## src/rtl/hsem_pkg.sv

```systemverilog
// Shared constants, state type and bit-order helpers for the semaphore gate bank.
// Assumes 16 gates and at most 8 masters (3-bit master number in status words).
package hsem_pkg;
    localparam int GATES = 16;
    localparam int GW    = 4;          // gate index width
    localparam int IDW   = 3;          // master number width in status words
    localparam int CW    = IDW + 1;    // owner code width: 0 free, k+1 held by k
    localparam int AW    = 5;          // word address width
    localparam int DW    = 16;         // data width

    localparam logic [7:0] KEY_ARM  = 8'hE2;
    localparam logic [7:0] KEY_FIRE = 8'h1D;
    localparam logic [7:0] TGT_ALL  = 8'd64;
    localparam logic [7:0] NO_OWNER = 8'hFF;

    localparam logic [AW-1:0] A_GSEQ  = 5'd16;
    localparam logic [AW-1:0] A_NSEQ  = 5'd17;
    localparam logic [AW-1:0] A_FLAG  = 5'd18;
    localparam logic [AW-1:0] A_IESET = 5'd19;
    localparam logic [AW-1:0] A_IECLR = 5'd20;

    typedef enum logic [1:0] {
        SEQ_IDLE = 2'd0,
        SEQ_MID  = 2'd1,
        SEQ_DONE = 2'd2
    } seq_state_e;

    // Swap gate order with flag-word order (gate n <-> bit n^7); self-inverse.
    function automatic logic [GATES-1:0] swizzle(input logic [GATES-1:0] v);
        logic [GATES-1:0] r;
        for (int n = 0; n < GATES; n++) begin
            r[n ^ 7] = v[n];
        end
        return r;
    endfunction

    // Turn a sequencer firing and its gate number into a per-gate select mask.
    function automatic logic [GATES-1:0] target_mask(input logic fire, input logic [7:0] tgt);
        logic [GATES-1:0] r;
        r = '0;
        if (fire) begin
            if (tgt >= TGT_ALL) begin
                r = '1;
            end else if (tgt < 8'(GATES)) begin
                r[tgt[GW-1:0]] = 1'b1;
            end
        end
        return r;
    endfunction
endpackage

```

## src/rtl/hsem_key_seq.sv

```systemverilog
// Two-write keyed sequencer. An arming key moves idle to armed and records the
// writer. A firing key from that same master moves armed to done for one cycle,
// which pulses fire_o. Any other write while armed goes back to idle. When
// several masters write in one cycle, the lowest-numbered one is taken.
// Assumes NM <= 8.
module hsem_key_seq
    import hsem_pkg::*;
#(
    parameter int NM = 4
) (
    input  logic                   clk,
    input  logic                   rst_n,
    input  logic [NM-1:0]          wr_vld,
    input  logic [NM-1:0][DW-1:0]  wr_data,
    output seq_state_e             state_o,
    output logic                   fire_o,
    output logic [7:0]             tgt_o,
    output logic [DW-1:0]          status_o
);
    seq_state_e       st_q, st_d;
    logic [IDW-1:0]   own_q, own_d;
    logic [7:0]       tgt_q, tgt_d;
    logic             pick_v;
    logic [IDW-1:0]   pick_m;
    logic [DW-1:0]    pick_d;
    logic [1:0]       vis_state;

    // Pick the lowest-numbered master writing this cycle.
    always_comb begin
        pick_v = 1'b0;
        pick_m = '0;
        pick_d = '0;
        for (int m = NM - 1; m >= 0; m--) begin
            if (wr_vld[m]) begin
                pick_v = 1'b1;
                pick_m = IDW'(m);
                pick_d = wr_data[m];
            end
        end
    end

    // Next-state rules for the keyed sequence.
    always_comb begin
        st_d  = st_q;
        own_d = own_q;
        tgt_d = tgt_q;
        case (st_q)
            SEQ_IDLE: begin
                if (pick_v && pick_d[7:0] == KEY_ARM) begin
                    st_d  = SEQ_MID;
                    own_d = pick_m;
                    tgt_d = pick_d[15:8];
                end
            end
            SEQ_MID: begin
                if (pick_v) begin
                    if (pick_d[7:0] == KEY_FIRE && pick_m == own_q) begin
                        st_d  = SEQ_DONE;
                        tgt_d = pick_d[15:8];
                    end else begin
                        st_d = SEQ_IDLE;
                    end
                end
            end
            default: st_d = SEQ_IDLE;
        endcase
    end

    // State, recorded master and target registers.
    always_ff @(posedge clk) begin
        if (!rst_n) begin
            st_q  <= SEQ_IDLE;
            own_q <= '0;
            tgt_q <= '0;
        end else begin
            st_q  <= st_d;
            own_q <= own_d;
            tgt_q <= tgt_d;
        end
    end

    // The done state is reported as idle so that no reader ever sees it.
    assign vis_state = (st_q == SEQ_DONE) ? 2'd0 : st_q;
    assign state_o   = st_q;
    assign fire_o    = (st_q == SEQ_DONE);
    assign tgt_o     = tgt_q;
    assign status_o  = {10'd0, vis_state, 1'b0, own_q};
endmodule

```

## src/rtl/hsem_gate_bank.sv

```systemverilog
// Owner registers for all gates, with lock and release arbitration. Each gate
// holds a code: 0 means free, k+1 means held by master k. A reset mask frees
// gates and takes precedence; lock attempts on a masked gate are dropped.
// Outputs per-master take and refusal strobes, plus a per-gate freeing event.
module hsem_gate_bank
    import hsem_pkg::*;
#(
    parameter int NM = 4
) (
    input  logic                       clk,
    input  logic                       rst_n,
    input  logic [NM-1:0]              wr_vld,
    input  logic [NM-1:0][GW-1:0]      wr_gate,
    input  logic [NM-1:0][7:0]         wr_val,
    input  logic [GATES-1:0]           rst_mask,
    output logic [GATES-1:0][CW-1:0]   code_o,
    output logic [GATES-1:0]           free_o,
    output logic [NM-1:0][GATES-1:0]   arm_o,
    output logic [NM-1:0][GATES-1:0]   take_o
);
    logic [GATES-1:0][CW-1:0] code_q, code_d;
    logic                     held_c;
    logic [IDW-1:0]           own_c;
    logic                     rel_c;
    logic                     got_c;
    logic [NM-1:0]            lk_c;

    // Resolve lock, release and reset for every gate.
    always_comb begin
        code_d = code_q;
        free_o = '0;
        arm_o  = '0;
        take_o = '0;
        held_c = 1'b0;
        own_c  = '0;
        rel_c  = 1'b0;
        got_c  = 1'b0;
        lk_c   = '0;
        for (int g = 0; g < GATES; g++) begin
            held_c = (code_q[g] != '0);
            own_c  = IDW'(code_q[g] - 1'b1);
            rel_c  = 1'b0;
            got_c  = 1'b0;
            for (int m = 0; m < NM; m++) begin
                lk_c[m] = wr_vld[m] && (wr_gate[m] == GW'(g)) && (wr_val[m] == 8'(m + 1));
                if (wr_vld[m] && (wr_gate[m] == GW'(g)) && (wr_val[m] == 8'd0)
                    && held_c && (own_c == IDW'(m))) begin
                    rel_c = 1'b1;
                end
            end
            if (rst_mask[g]) begin
                code_d[g] = '0;
                free_o[g] = held_c;
            end else if (held_c) begin
                if (rel_c) begin
                    code_d[g] = '0;
                    free_o[g] = 1'b1;
                end
                for (int m = 0; m < NM; m++) begin
                    if (lk_c[m] && (own_c != IDW'(m))) begin
                        arm_o[m][g] = 1'b1;
                    end
                end
            end else begin
                for (int m = 0; m < NM; m++) begin
                    if (lk_c[m]) begin
                        if (!got_c) begin
                            got_c        = 1'b1;
                            take_o[m][g] = 1'b1;
                            code_d[g]    = CW'(m + 1);
                        end else begin
                            arm_o[m][g] = 1'b1;
                        end
                    end
                end
            end
        end
    end

    // Owner code registers.
    always_ff @(posedge clk) begin
        if (!rst_n) begin
            code_q <= '0;
        end else begin
            code_q <= code_d;
        end
    end

    assign code_o = code_q;
endmodule

```

## src/rtl/hsem_notify.sv

```systemverilog
// Per-master notification state, kept in gate order. A refusal marks the gate
// as pending for that master. When the gate is freed, pending (or refused in
// that same cycle) becomes a flag. A take clears the taker's own entries.
// The clear mask wipes every master's entries for the selected gates.
// Interrupt enables are set or cleared under a mask.
module hsem_notify
    import hsem_pkg::*;
#(
    parameter int NM = 4
) (
    input  logic                       clk,
    input  logic                       rst_n,
    input  logic [GATES-1:0]           free_i,
    input  logic [NM-1:0][GATES-1:0]   arm_i,
    input  logic [NM-1:0][GATES-1:0]   take_i,
    input  logic [GATES-1:0]           clr_i,
    input  logic [NM-1:0]              ie_set_i,
    input  logic [NM-1:0]              ie_clr_i,
    input  logic [NM-1:0][GATES-1:0]   ie_mask_i,
    output logic [NM-1:0][GATES-1:0]   flag_o,
    output logic [NM-1:0][GATES-1:0]   ie_o,
    output logic [NM-1:0]              irq_o
);
    logic [NM-1:0][GATES-1:0] pend_q, flag_q, ie_q;

    // Pending and flag update, with clear taking precedence.
    always_ff @(posedge clk) begin
        if (!rst_n) begin
            pend_q <= '0;
            flag_q <= '0;
        end else begin
            for (int m = 0; m < NM; m++) begin
                flag_q[m] <= (flag_q[m] | ((pend_q[m] | arm_i[m]) & free_i))
                             & ~take_i[m] & ~clr_i;
                pend_q[m] <= (pend_q[m] | arm_i[m]) & ~free_i & ~take_i[m] & ~clr_i;
            end
        end
    end

    // Masked set and clear of interrupt enables.
    always_ff @(posedge clk) begin
        if (!rst_n) begin
            ie_q <= '0;
        end else begin
            for (int m = 0; m < NM; m++) begin
                if (ie_set_i[m]) begin
                    ie_q[m] <= ie_q[m] | ie_mask_i[m];
                end else if (ie_clr_i[m]) begin
                    ie_q[m] <= ie_q[m] & ~ie_mask_i[m];
                end
            end
        end
    end

    genvar gm;
    generate
        for (gm = 0; gm < NM; gm++) begin : g_irq
            assign irq_o[gm] = |(flag_q[gm] & ie_q[gm]);
        end
    endgenerate

    assign flag_o = flag_q;
    assign ie_o   = ie_q;
endmodule

```

## src/rtl/hsem_bank.sv

```systemverilog
// Top level of the semaphore gate bank. It decodes each master's port into
// gate, sequencer and enable accesses, instantiates the gate array, both keyed
// sequencers and the notification store, and drives the per-master read mux.
// Address map: 0-15 gates, 16 gate reset, 17 notification reset, 18 flags,
// 19 enable set, 20 enable clear. Assumes NUM_MASTERS <= 8.
module hsem_bank
    import hsem_pkg::*;
#(
    parameter int NUM_MASTERS = 4
) (
    input  logic                          clk,
    input  logic                          rst_n,
    input  logic [NUM_MASTERS-1:0]        bus_en,
    input  logic [NUM_MASTERS-1:0]        bus_we,
    input  logic [NUM_MASTERS*AW-1:0]     bus_addr,
    input  logic [NUM_MASTERS*DW-1:0]     bus_wdata,
    output logic [NUM_MASTERS*DW-1:0]     bus_rdata,
    output logic [NUM_MASTERS-1:0]        irq
);
    localparam int NM = NUM_MASTERS;

    logic [NM-1:0][AW-1:0]     addr_m;
    logic [NM-1:0][DW-1:0]     wdata_m;
    logic [NM-1:0][DW-1:0]     rdata_m;
    logic [NM-1:0]             wr_m;
    logic [NM-1:0]             gwr_v, gseq_v, nseq_v, ieset_v, ieclr_v;
    logic [NM-1:0][GW-1:0]     gwr_idx;
    logic [NM-1:0][7:0]        gwr_val;
    logic [NM-1:0][GATES-1:0]  ie_mask;

    logic [GATES-1:0][CW-1:0]  gate_code;
    logic [GATES-1:0]          free_evt;
    logic [NM-1:0][GATES-1:0]  arm_v, take_v, flag_q, ie_q;
    logic [GATES-1:0]          gate_rst_mask, ntf_clr_mask;

    seq_state_e                gseq_state, nseq_state;
    logic                      gseq_fire, nseq_fire;
    logic [7:0]                gseq_tgt, nseq_tgt;
    logic [DW-1:0]             gseq_status, nseq_status;

    genvar gm;
    generate
        for (gm = 0; gm < NM; gm++) begin : g_port
            logic [CW-1:0] sel_code;

            assign addr_m[gm]  = bus_addr[gm*AW +: AW];
            assign wdata_m[gm] = bus_wdata[gm*DW +: DW];
            assign bus_rdata[gm*DW +: DW] = rdata_m[gm];

            assign wr_m[gm]    = bus_en[gm] & bus_we[gm];
            assign gwr_v[gm]   = wr_m[gm] & ~addr_m[gm][AW-1];
            assign gseq_v[gm]  = wr_m[gm] & (addr_m[gm] == A_GSEQ);
            assign nseq_v[gm]  = wr_m[gm] & (addr_m[gm] == A_NSEQ);
            assign ieset_v[gm] = wr_m[gm] & (addr_m[gm] == A_IESET);
            assign ieclr_v[gm] = wr_m[gm] & (addr_m[gm] == A_IECLR);
            assign gwr_idx[gm] = addr_m[gm][GW-1:0];
            assign gwr_val[gm] = wdata_m[gm][7:0];
            assign ie_mask[gm] = swizzle(wdata_m[gm]);
            assign sel_code    = gate_code[addr_m[gm][GW-1:0]];

            // Read mux for this master's addressed word.
            always_comb begin
                if (!addr_m[gm][AW-1]) begin
                    rdata_m[gm] = (sel_code == '0) ? {8'h00, NO_OWNER}
                                                   : DW'(sel_code - 1'b1);
                end else begin
                    case (addr_m[gm])
                        A_GSEQ:  rdata_m[gm] = gseq_status;
                        A_NSEQ:  rdata_m[gm] = nseq_status;
                        A_FLAG:  rdata_m[gm] = swizzle(flag_q[gm]);
                        A_IESET: rdata_m[gm] = swizzle(ie_q[gm]);
                        A_IECLR: rdata_m[gm] = swizzle(ie_q[gm]);
                        default: rdata_m[gm] = '0;
                    endcase
                end
            end
        end
    endgenerate

    assign gate_rst_mask = target_mask(gseq_fire, gseq_tgt);
    assign ntf_clr_mask  = target_mask(nseq_fire, nseq_tgt);

    hsem_key_seq #(.NM(NM)) u_gate_seq (
        .clk      (clk),
        .rst_n    (rst_n),
        .wr_vld   (gseq_v),
        .wr_data  (wdata_m),
        .state_o  (gseq_state),
        .fire_o   (gseq_fire),
        .tgt_o    (gseq_tgt),
        .status_o (gseq_status)
    );

    hsem_key_seq #(.NM(NM)) u_ntf_seq (
        .clk      (clk),
        .rst_n    (rst_n),
        .wr_vld   (nseq_v),
        .wr_data  (wdata_m),
        .state_o  (nseq_state),
        .fire_o   (nseq_fire),
        .tgt_o    (nseq_tgt),
        .status_o (nseq_status)
    );

    hsem_gate_bank #(.NM(NM)) u_gates (
        .clk      (clk),
        .rst_n    (rst_n),
        .wr_vld   (gwr_v),
        .wr_gate  (gwr_idx),
        .wr_val   (gwr_val),
        .rst_mask (gate_rst_mask),
        .code_o   (gate_code),
        .free_o   (free_evt),
        .arm_o    (arm_v),
        .take_o   (take_v)
    );

    hsem_notify #(.NM(NM)) u_notify (
        .clk       (clk),
        .rst_n     (rst_n),
        .free_i    (free_evt),
        .arm_i     (arm_v),
        .take_i    (take_v),
        .clr_i     (ntf_clr_mask),
        .ie_set_i  (ieset_v),
        .ie_clr_i  (ieclr_v),
        .ie_mask_i (ie_mask),
        .flag_o    (flag_q),
        .ie_o      (ie_q),
        .irq_o     (irq)
    );
endmodule

```

## config.mk

```make
export PLATFORM = sky130hd
export DESIGN_NAME = hsem_bank
export DESIGN_NICKNAME = d
export VERILOG_FILES = /design/src/rtl/hsem_pkg.sv /design/src/rtl/hsem_key_seq.sv /design/src/rtl/hsem_gate_bank.sv /design/src/rtl/hsem_notify.sv /design/src/rtl/hsem_bank.sv
export SDC_FILE = /design/constraint.sdc
export NUM_CORES = 1
export LEC_CHECK = 0
export BUFFER_PORTS_ARGS = -buffer_cell sky130_fd_sc_hd__buf_2
export CORE_UTILIZATION = 45
export DETAILED_ROUTE_END_ITERATION = 12
export MAX_ROUTING_LAYER = met4
export PLACE_DENSITY_LB_ADDON = 0.2
export SLEW_MARGIN = 20
export SYNTH_ARGS = -nofsm -noshare
export SYNTH_HDL_FRONTEND = slang
export SYNTH_SLANG_ARGS = --single-unit
export TNS_END_PERCENT = 5
```

## constraint.sdc

```tcl
create_clock -name clk -period 7 [get_ports clk]
set_input_delay 1.4 -clock clk [delete_from_list [all_inputs] [get_ports clk]]
set_output_delay 1.4 -clock clk [all_outputs]
set_load 0.02 [all_outputs]
```

# Word-level counts from Yosys, hierarchy flattened
# Cells that the tools add are included.
word_totals:
  output_inout_bits: 68
  regBits: 282
  elab_cells: 1841
op_classes:
  n_eq_ne: 212
  magnitude_cmp: 12
  bitwise: 83
  add_sub_neg: 20
  mux: 992
  n_reduce_logical: 488
op_table:
  columns: ["cell", "count"]
  rows:
  - ["$mux W1", 778]
  - ["$mux W4", 148]
  - ["$and A16 B16 Y16", 32]
  - ["$mux W16", 30]
  - ["$logic_and A1 B1 Y1", 390]
  - ["$pmux W16 S4", 4]
  - ["$or A16 B16 Y16", 12]
  - ["$not A16 Y16", 10]
  - ["$eq A4 B4 Y1 const B", 32]
  - ["$eq A5 B5 Y1 const B", 20]
  - ["$eq A3 B2 Y1 const B", 32]
  - ["$ne A3 B2 Y1 const B", 32]
  - ["$bmux W4 S4", 4]
  - ["$eq A4 B3 Y1 const B", 16]
  - ["$reduce_bool A4 Y1", 16]
  - ["$reduce_or A16 Y1", 4]
  - ["$eq A3 B1 Y1 const B", 16]
  - ["$logic_not A3 Y1", 16]
  - ["$mux W8", 6]
  - ["$ne A3 B1 Y1 const B", 16]
  - ["$reduce_bool A3 Y1", 16]
  - ["$sub A3 B1 Y3 const B", 16]
  - ["$reduce_or A2 Y1", 20]
  - ["$eq A4 B2 Y1 const B", 8]
  - ["28 further kinds", 133]

# Logic depth before layout (Yosys ltp)
# Gate-level depths: netlist of run 1.
depth:
  word_depth: 23
  ltp_mapped: 12

# By module
# Synthesis of run 1 repeated with hierarchy kept, for this count alone.
hier_totals:
  cells_unflattened: 2655
  area_unflattened_um2: 21593.2
by_module_without_submodules:
  columns: ["mod", "area_each_um2", "cells_each", "n_inst"]
  rows:
  - ["hsem_gate_bank", 7223.2, 1025, 1]
  - ["hsem_notify", 7123.1, 745, 1]
  - ["hsem_bank", 4942.2, 599, 1]
  - ["hsem_key_seq", 1152.4, 143, 2]

# Worst setup path before layout of run 1
# OpenSTA, ideal clock, no wires.
synth_path:
  path_type: "in2out"
  from: "in bus_addr[15]"
  to: "out bus_rdata[51]"
  setup_slack_ns: 1.191
  cell_stages: 11
  required_ns: 5.600
  t_arrival_ns: 4.409
  n_path_buf: 3
  path_cell_list: "buf_2 buf_2 buf_1 mux4_2 mux4_2 inv_1 ha_1 nand2b_1 nor3_1 a221oi_1 o21ai_0"
synth_via:
  elab_chain_len: 5
  word_cells_on_any_way: 13
  classes_between: "add/sub: 1; eq/ne: 5; mux: 5; reduce/logical: 2"
synth_rtl:
  columns: ["item", "line", "source"]
  rows:
  - ["from (decl)", "hsem_bank.sv:15", "input logic [NUM_MASTERS*AW-1:0] bus_addr,"]
  - ["$bmux W4 S4", "hsem_bank.sv:59", "assign sel_code = gate_code[addr_m[gm][GW-1:0]];"]
  - ["$mux W4 (implied by the code)", "hsem_bank.sv:59", null]
  - ["$sub A4 B1 Y5 / $logic_not A4 Y1 (equally long branches)", "hsem_bank.sv:65, hsem_bank.sv:64", null]
  - ["$mux W16", "hsem_bank.sv:64", "rdata_m[gm] = (sel_code == '0) ? {8'h00, NO_OWNER}"]
  - ["$mux W16 (*)", "hsem_bank.sv:63", "if (!addr_m[gm][AW-1]) begin"]
  - ["to (decl)", "hsem_bank.sv:17", "output logic [NUM_MASTERS*DW-1:0] bus_rdata,"]
# Every way passes the cells marked *; elsewhere a longest branch is shown, timed or not. The select of a mux whose other input is x is not followed.

# Worst setup path in the final report of run 1
layout_path:
  from: "in bus_addr[5]"
  to: "out bus_rdata[16]"
# The elaborated chain is that of the path after synthesis.

==> impl_results.md, run 1 <==
* Run status: complete, no violations
* Placed Cells at 2889
* Cell leakage power at 7.38 nW
* Bufs and invs on worst path at 4
* HPWL after detailed placement at 73.3 mm
* Initial DRC count at 2759
* Synthesized flop and latch total at 280
* Remaining antenna violation count at 0
* Count of cells along the worst register-to-register path at 8
* Latest clock arrival within the worst-skew pair at 0.56 ns
* Gp weighted congestion at 1.13
* Vias in the first global route at 19200
* Die H at 206 um
* Top Family by Delay on Critical Path: multiplexers
* Worst-case headroom to the max-slew limit at 17.9%
* Most area-consuming cells after synthesis: dfxtp_1, mux4_2, a21oi_1
* Post-synthesis async set-or-reset flop share at 0%
* Setup repair after global routing missed its margin: no
* Antenna violations before repair at 7
* Clock tree root driver cell: clkbuf_16
* Clock slew at reported path FFs at 0.06 ns
* Worst path arrival time at 4.57 ns
* Capturing element type of the critical path: primary output
* Post-route insts no fill at 2959
* Number of cells traversed by the worst hold path at 2
* Number of nets produced by synthesis at 2426
* Buffer count from post-CTS setup fixing at 0
* HP Class: reg2reg
* Worst Max-Slew Pin Slew at 1.23 ns
* Synthesis warning total at 0
* Distinct cells, synth at 77
* Required time at the worst-slack endpoint at 5.60 ns
* Total core area at 40800 um2
* WP depth at 10
* Routed wirelength normalized by instance count at 31.9 um
* Max stage delay cell, worst path: mux4_2
* Total Negative Setup Slacks at 0 ns
* Critical path class: in2out
* Die area at 42300 um2
* GRT Total Usage at 45.5%
* Initial core utilization at 45.7%
* # port buffers at 161
* Final Setup Violations at 0
* Site row count at 74
* Layout fillers at 3951
* Part of the cycle the worst path needs at 85.3%
* Cell type contributing the most total cell area after synthesis: dfxtp_1
* Clock tree sinks at 280
* Largest vdd supply drop at 0.000197 V
* Count of flip-flops with a built-in enable after synthesis at 0
* Worst slack, placed at 1.06 ns
* Post-synthesis sequential area ratio at 30.0%
* Maximum number of pins on one net before global-route repair at 47
* Congestion Overflow GR at 0
* Total clock buffers created by CTS at 35
* Average via count per standard cell at 7.12
* Top fanout value on the critical path at 26
* Maximum level of the CTS H-tree at 2
* Deepest clock path buffer count at 3
* WL final at 94.4 mm
* Die Width at 206 um
* Syn avg cell area at 8.03 um2
* Final slew viol count at 0
* Count of nets after finishing at 2496
* Worst Hold Margin at 0.470 ns
* Post-Syn Area at 18700 um2
* Final Worst Setup Slack at 1.03 ns
* Area fraction of the dominant cell type after synthesis at 30.0%
* Final hold violation count at 0
* CTS resizes at 0
* Most common flop cell mapped by yosys: dfxtp_1
* Drt first pass iters at 7
* Total number of vias at 21100
* Fraction of layout instances using a drive strength above 1 at 16.3%
* Post-layout min period at 5.97 ns
* Largest stage delay on the critical path at 0.59 ns
* Ports placed on the boundary at 162
* Critical-path cell list: buf_2 > mux4_2 > mux4_2 > inv_1 > ha_1 > nand2b_1 > nor3_1 > inv_1 > o2111ai_1 > buf_2
* Max Clock Freq at 0.167 GHz
* First-pass GRT wire length at 133 mm
* PD cells at 179 nW/um2
* Post-route clock skew at 0.0161 ns
* DRC Markers at 0
* TritonCTS clock tree: done
* Worst reg-to-reg setup slack at 3.98 ns
* Area added between synthesis and finish at 12.7%
* Number of maximum-capacitance constraint violations at 0
* Gate count after technology mapping at 2324
* Hold buffer count at CTS at 0
* Startpoint type of the worst setup path: input port
==> area by class of cell <==
| class | instances | area, um2 | area share, % |
|---|---|---|---|
| repair buffers | 192 | 1040 | 4.94 |
| clock inverters | 12 | 136 | 0.648 |
| inverters | 32 | 121 | 0.577 |
| multi-input cells | 1853 | 12400 | 59.1 |
| clock buffers | 51 | 1030 | 4.88 |
| diodes | 7 | 17.5 | 0.0833 |
| well taps | 532 | 666 | 3.16 |
| flip-flops and latches | 280 | 5610 | 26.7 |
==> per-layer routing <==
metal,global-route usage (%),vias up,wire (um)
li1,-,9077,-
met3,14.1,341,12300
met2,63.7,1535,39600
met5,-,-,0
met1,55.6,10100,35200
met4,31.4,0,7330
==> cells in the final DEF (no fill, tap or decap), types with 16 or more instances in the layout <==
master     Yosys  routed
nor3_1        58      58
o31ai_1       26      26
clkbuf_16      0      36
nor2b_1       47      47
mux4_2        80      80
nand4_1       22      22
dfxtp_1      280     280
and3_1        19      19
or2_2         20      20
a221oi_1      49      49
mux2i_1       17      17
a211oi_1      75      75
a221o_1       24      24
inv_1         32      31
and4_1        16      16
a21oi_1      209     209
o21a_1        23      23
buf_2         16     161
nand2b_1      28      28
nor4_1        46      40
nor2_1       267     267
a41o_1        20      20
and2_1        18      18
o21ai_0      109     109
a41oi_1       17      17
buf_4          2      31
nand3_1       66      66
nor3b_1       57      53
nand2_1      260     260
a22o_1        49      49
a31oi_1       36      36
==> power breakdown <==
group	total (W)	internal [W]	switching (W)
sequential	0.00160	0.00160	0.00000458
combinational	0.000309	0.0000891	0.000220
clock	0.00186	0.00110	0.000761
total	0.00377	0.00278	0.000985
==> worst paths after layout <==
check / to / from
hold reg to reg: u_gate_seq.tgt_o[4] / u_gate_seq.tgt_o[4]
hold / removal: u_gate_seq.tgt_o[4] / u_gate_seq.tgt_o[4]
setup / recovery: bus_rdata[16] / bus_addr[5]
setup reg to reg: u_notify.flag_o[21] / u_gate_seq.tgt_o[7]
==> per-stage QoR <==
step           area, um2  util [%]  total power (W)
2_1_floorplan      18700         -          0.00180
3_3_place_gp       19800      48.5          0.00193
3_5_place_dp       19800      48.5          0.00193
4_1_cts            21000      51.4          0.00377
5_1_grt            21000      51.5          0.00386
6_report           21000      51.5          0.00377
==> worst min-delay path, cell delays in order, from the launching register on <==
cell     delay, ns
dfxtp_1       0.31
nand2_1       0.06
mux2i_1       0.06
==> cells in the mapped netlist (24+ instances only) <==
| cell type | number |
|---|---|
| a211oi_1 | 75 |
| a21oi_1 | 209 |
| a221o_1 | 24 |
| a221oi_1 | 49 |
| a22o_1 | 49 |
| a31oi_1 | 36 |
| clkbuf_1 | 122 |
| dfxtp_1 | 280 |
| inv_1 | 32 |
| mux4_2 | 80 |
| nand2_1 | 260 |
| nand2b_1 | 28 |
| nand3_1 | 66 |
| nor2_1 | 267 |
| nor2b_1 | 47 |
| nor3_1 | 58 |
| nor3b_1 | 57 |
| nor4_1 | 46 |
| o21ai_0 | 109 |
| o31ai_1 | 26 |
==> cells by family after synthesis <==
group | share of synthesized area [%]
AOI/OAI and AO/OA | 27.9
buffers and inverters | 3.99
and+or+nand+nor | 26.5
xor gates and xnor gates | 0.375
adders and majority gates | 0.536
muxes | 10.6
DFF | 30.0
No activity file was read; power rests on OpenSTA's default activity.
==> run 2: changes to the inputs <==
--- a/config.mk
+++ b/config.mk
@@ -8,3 +8,3 @@
 export BUFFER_PORTS_ARGS = -buffer_cell sky130_fd_sc_hd__buf_2
-export CORE_UTILIZATION = 45
+export CORE_UTILIZATION = 50
 export DETAILED_ROUTE_END_ITERATION = 12
--- a/constraint.sdc
+++ b/constraint.sdc
@@ -3,2 +3,2 @@
 set_output_delay 1.4 -clock clk [all_outputs]
-set_load 0.02 [all_outputs]
+set_load 0.005 [all_outputs]
==> impl_results.md, run 2 (synthesis gave the netlist of run 1 again) <==
* Run status: complete, no violations
* Total number of vias at 21400 (+1.3%)
* WL final at 91.2 mm (-3.4%)
* Largest stage delay on the critical path at 0.65 ns (+0.06 ns)
* Post-placement cell area at 19800 um2 (-0.18%)
* Total clock buffers created by CTS at 35 (unchanged)
* Total core area at 36700 um2 (-10%)
* Max Clock Freq at 0.163 GHz (-2.4%)
* Required time at the worst-slack endpoint at 5.60 ns (about the same)
* Ports placed on the boundary at 162 (unchanged)
* Most frequent standard cell in the layout excluding fill and tap cells: dfxtp_1
* Beginning of the worst register-to-register path: u_ntf_seq.tgt_o[5]
* Count of cells along the worst register-to-register path at 7 (-1)
* Post-layout min period at 6.12 ns (+0.144 ns)
* Final slew viol count at 0 (unchanged)
* Worst-case headroom to the max-slew limit at 19.1% (+1.1 points)
* Antenna violations before repair at 9 (+2)
* Commonest cells after routing, fill and taps aside: dfxtp_1, nor2_1, nand2_1
* Hold buffer count at CTS at 0 (unchanged)
* Critical path class: in2out
* Startpoint type of the worst setup path: input port
* Number of maximum-capacitance constraint violations at 0 (unchanged)
* HP Class: reg2reg
* Sequential cell area in the final layout at 5610 um2 (unchanged)
* Clock tree root driver cell: clkbuf_16
* Clock slew at reported path FFs at 0.06 ns (about the same)
* Worst slack, placed at 1.03 ns (-0.0293 ns)
* # port buffers at 161 (unchanged)
* Final Setup Violations at 0 (unchanged)
* Post-route insts no fill at 2907 (-1.8%)
* Summed area of non-filler cells in the final layout at 21100 um2 (+0.45%)
* Buffer count from post-CTS setup fixing at 0 (unchanged)
* CTS resizes at 0 (unchanged)
* Final Worst Setup Slack at 0.881 ns (-0.144 ns)
* Clock tree sinks at 280 (unchanged)
* DRC Markers at 0 (unchanged)
* Maximum level of the CTS H-tree at 2 (unchanged)
* Initial core utilization at 50.9% (+5.1 points)
* Fraction of layout instances using a drive strength above 1 at 16.7% (+0.38 points)
* Gp weighted congestion at 1.18 (+3.8%)
* Setup repair after global routing missed its margin: no
* Combined area of the multi-input logic cells at 12400 um2 (-0.33%)
* Initial DRC count at 3432 (+24%)
* Site row count at 70 (-5.4%)
* Final hold violation count at 0 (unchanged)
* Worst Max-Slew Pin Slew at 1.20 ns (-0.0256 ns)
* First-pass GRT wire length at 131 mm (-1.4%)
* Drt first pass iters at 8 (+1)
* Largest vdd supply drop at 0.000169 V (-14%)
* Top fanout value on the critical path at 26 (unchanged)
* Maximum number of pins on one net before global-route repair at 70 (+49%)
* Placed Cells at 2835 (-1.9%)
* Die H at 195 um (-5.1%)
* PD cells at 188 nW/um2 (+4.9%)
* Die Width at 195 um (-5.1%)
* Layout fillers at 3429 (-13%)
* Total Negative Setup Slacks at 0 ns (unchanged)
* Deepest clock path buffer count at 3 (unchanged)
* Congestion Overflow GR at 0 (unchanged)
* Die area at 38100 um2 (-9.9%)
* Average via count per standard cell at 7.35 (+3.1%)
* Worst path arrival time at 4.72 ns (+0.15 ns)
* Count of nets after finishing at 2506 (+0.40%)
* Max stage delay cell, worst path: nor3_1
* HPWL after detailed placement at 70.1 mm (-4.4%)
* Vias in the first global route at 19600 (+1.9%)
* Post-route clock skew at 0.0381 ns (+0.0220 ns)
* Latest clock arrival within the worst-skew pair at 0.58 ns (+0.02 ns)
* Routed wirelength normalized by instance count at 31.4 um (-1.7%)
* Worst setup startpoint: bus_addr[5]
* Cell leakage power at 7.49 nW (+1.5%)
* Capturing element type of the critical path: primary output
* Remaining antenna violation count at 0 (unchanged)
* Critical-path cell list: buf_2 > mux4_2 > mux4_2 > inv_1 > ha_1 > nand2b_1 > nor3_1 > a221oi_1 > o21ai_0 > buf_2
* Number of cells traversed by the worst hold path at 2 (unchanged)
* GRT Total Usage at 48.6% (+3.0 points)
* Area added between synthesis and finish at 13.2%
* TritonCTS clock tree: done
* Part of the cycle the worst path needs at 87.4% (+2.1 points)
[run 2: cell count changes in the layout (fill, tap and decap cells not counted), moves of 3 or more]
cell,delta
buf_4,+10
clkbuf_1,-4
bufinv_16,+6
nor4_1,+3
clkbuf_8,-3
nor4_2,-4
[run 2: per-stage QoR]
step,hold WS (ns),power (W),util [%]
after global routing,0.519,0.00405,57.6
after CTS,0.483,0.00396,57.4
after global placement,0.446,0.00191,53.9
after floorplan,0.434,0.00178,-
after detailed placement,0.463,0.00191,53.9
final,0.497,0.00397,57.6
[run 2: final timing paths]
kind | slack [ns] | to
setup / recovery | 0.88 | bus_rdata[19]
hold / removal | 0.50 | flop
setup reg to reg | 3.68 | u_notify.pend_q[49]
hold reg to reg | 0.50 | flop
[run 2: area by class of cell]
cell class | instances | area share [%]
antenna | 8 | 0.0948
clock buffer | 44 | 4.60
clock inverter | 20 | 1.56
inverter | 32 | 0.575
multi-input combinational | 1853 | 58.6
sequential | 280 | 26.5
tap | 468 | 2.77
timing repair buffer | 202 | 5.27
[run 2: per-layer routing]
layer	up-vias	global-route usage (%)	wire length (um)
met4	0	37.4	8250
met2	1731	68.0	37300
met1	10100	57.8	32700
met3	440	15.2	12900
li1	9091	-	-
met5	-	-	0
[run 2: worst max-delay path, delay by kind of cell]
family	cells	cell delay, ns
multiplexers	2	1.16
AND/OR/NAND/NOR	2	0.72
AO/OA/AOI/OAI	2	0.39
buffers and inverters	3	0.88
adder cells (fa/ha/maj)	1	0.14
[run 2: where the power goes]
group | switching, W | internal [W]
logic | 0.000205 | 0.0000879
clock network | 0.000790 | 0.00129
registers | 0.00000442 | 0.00160
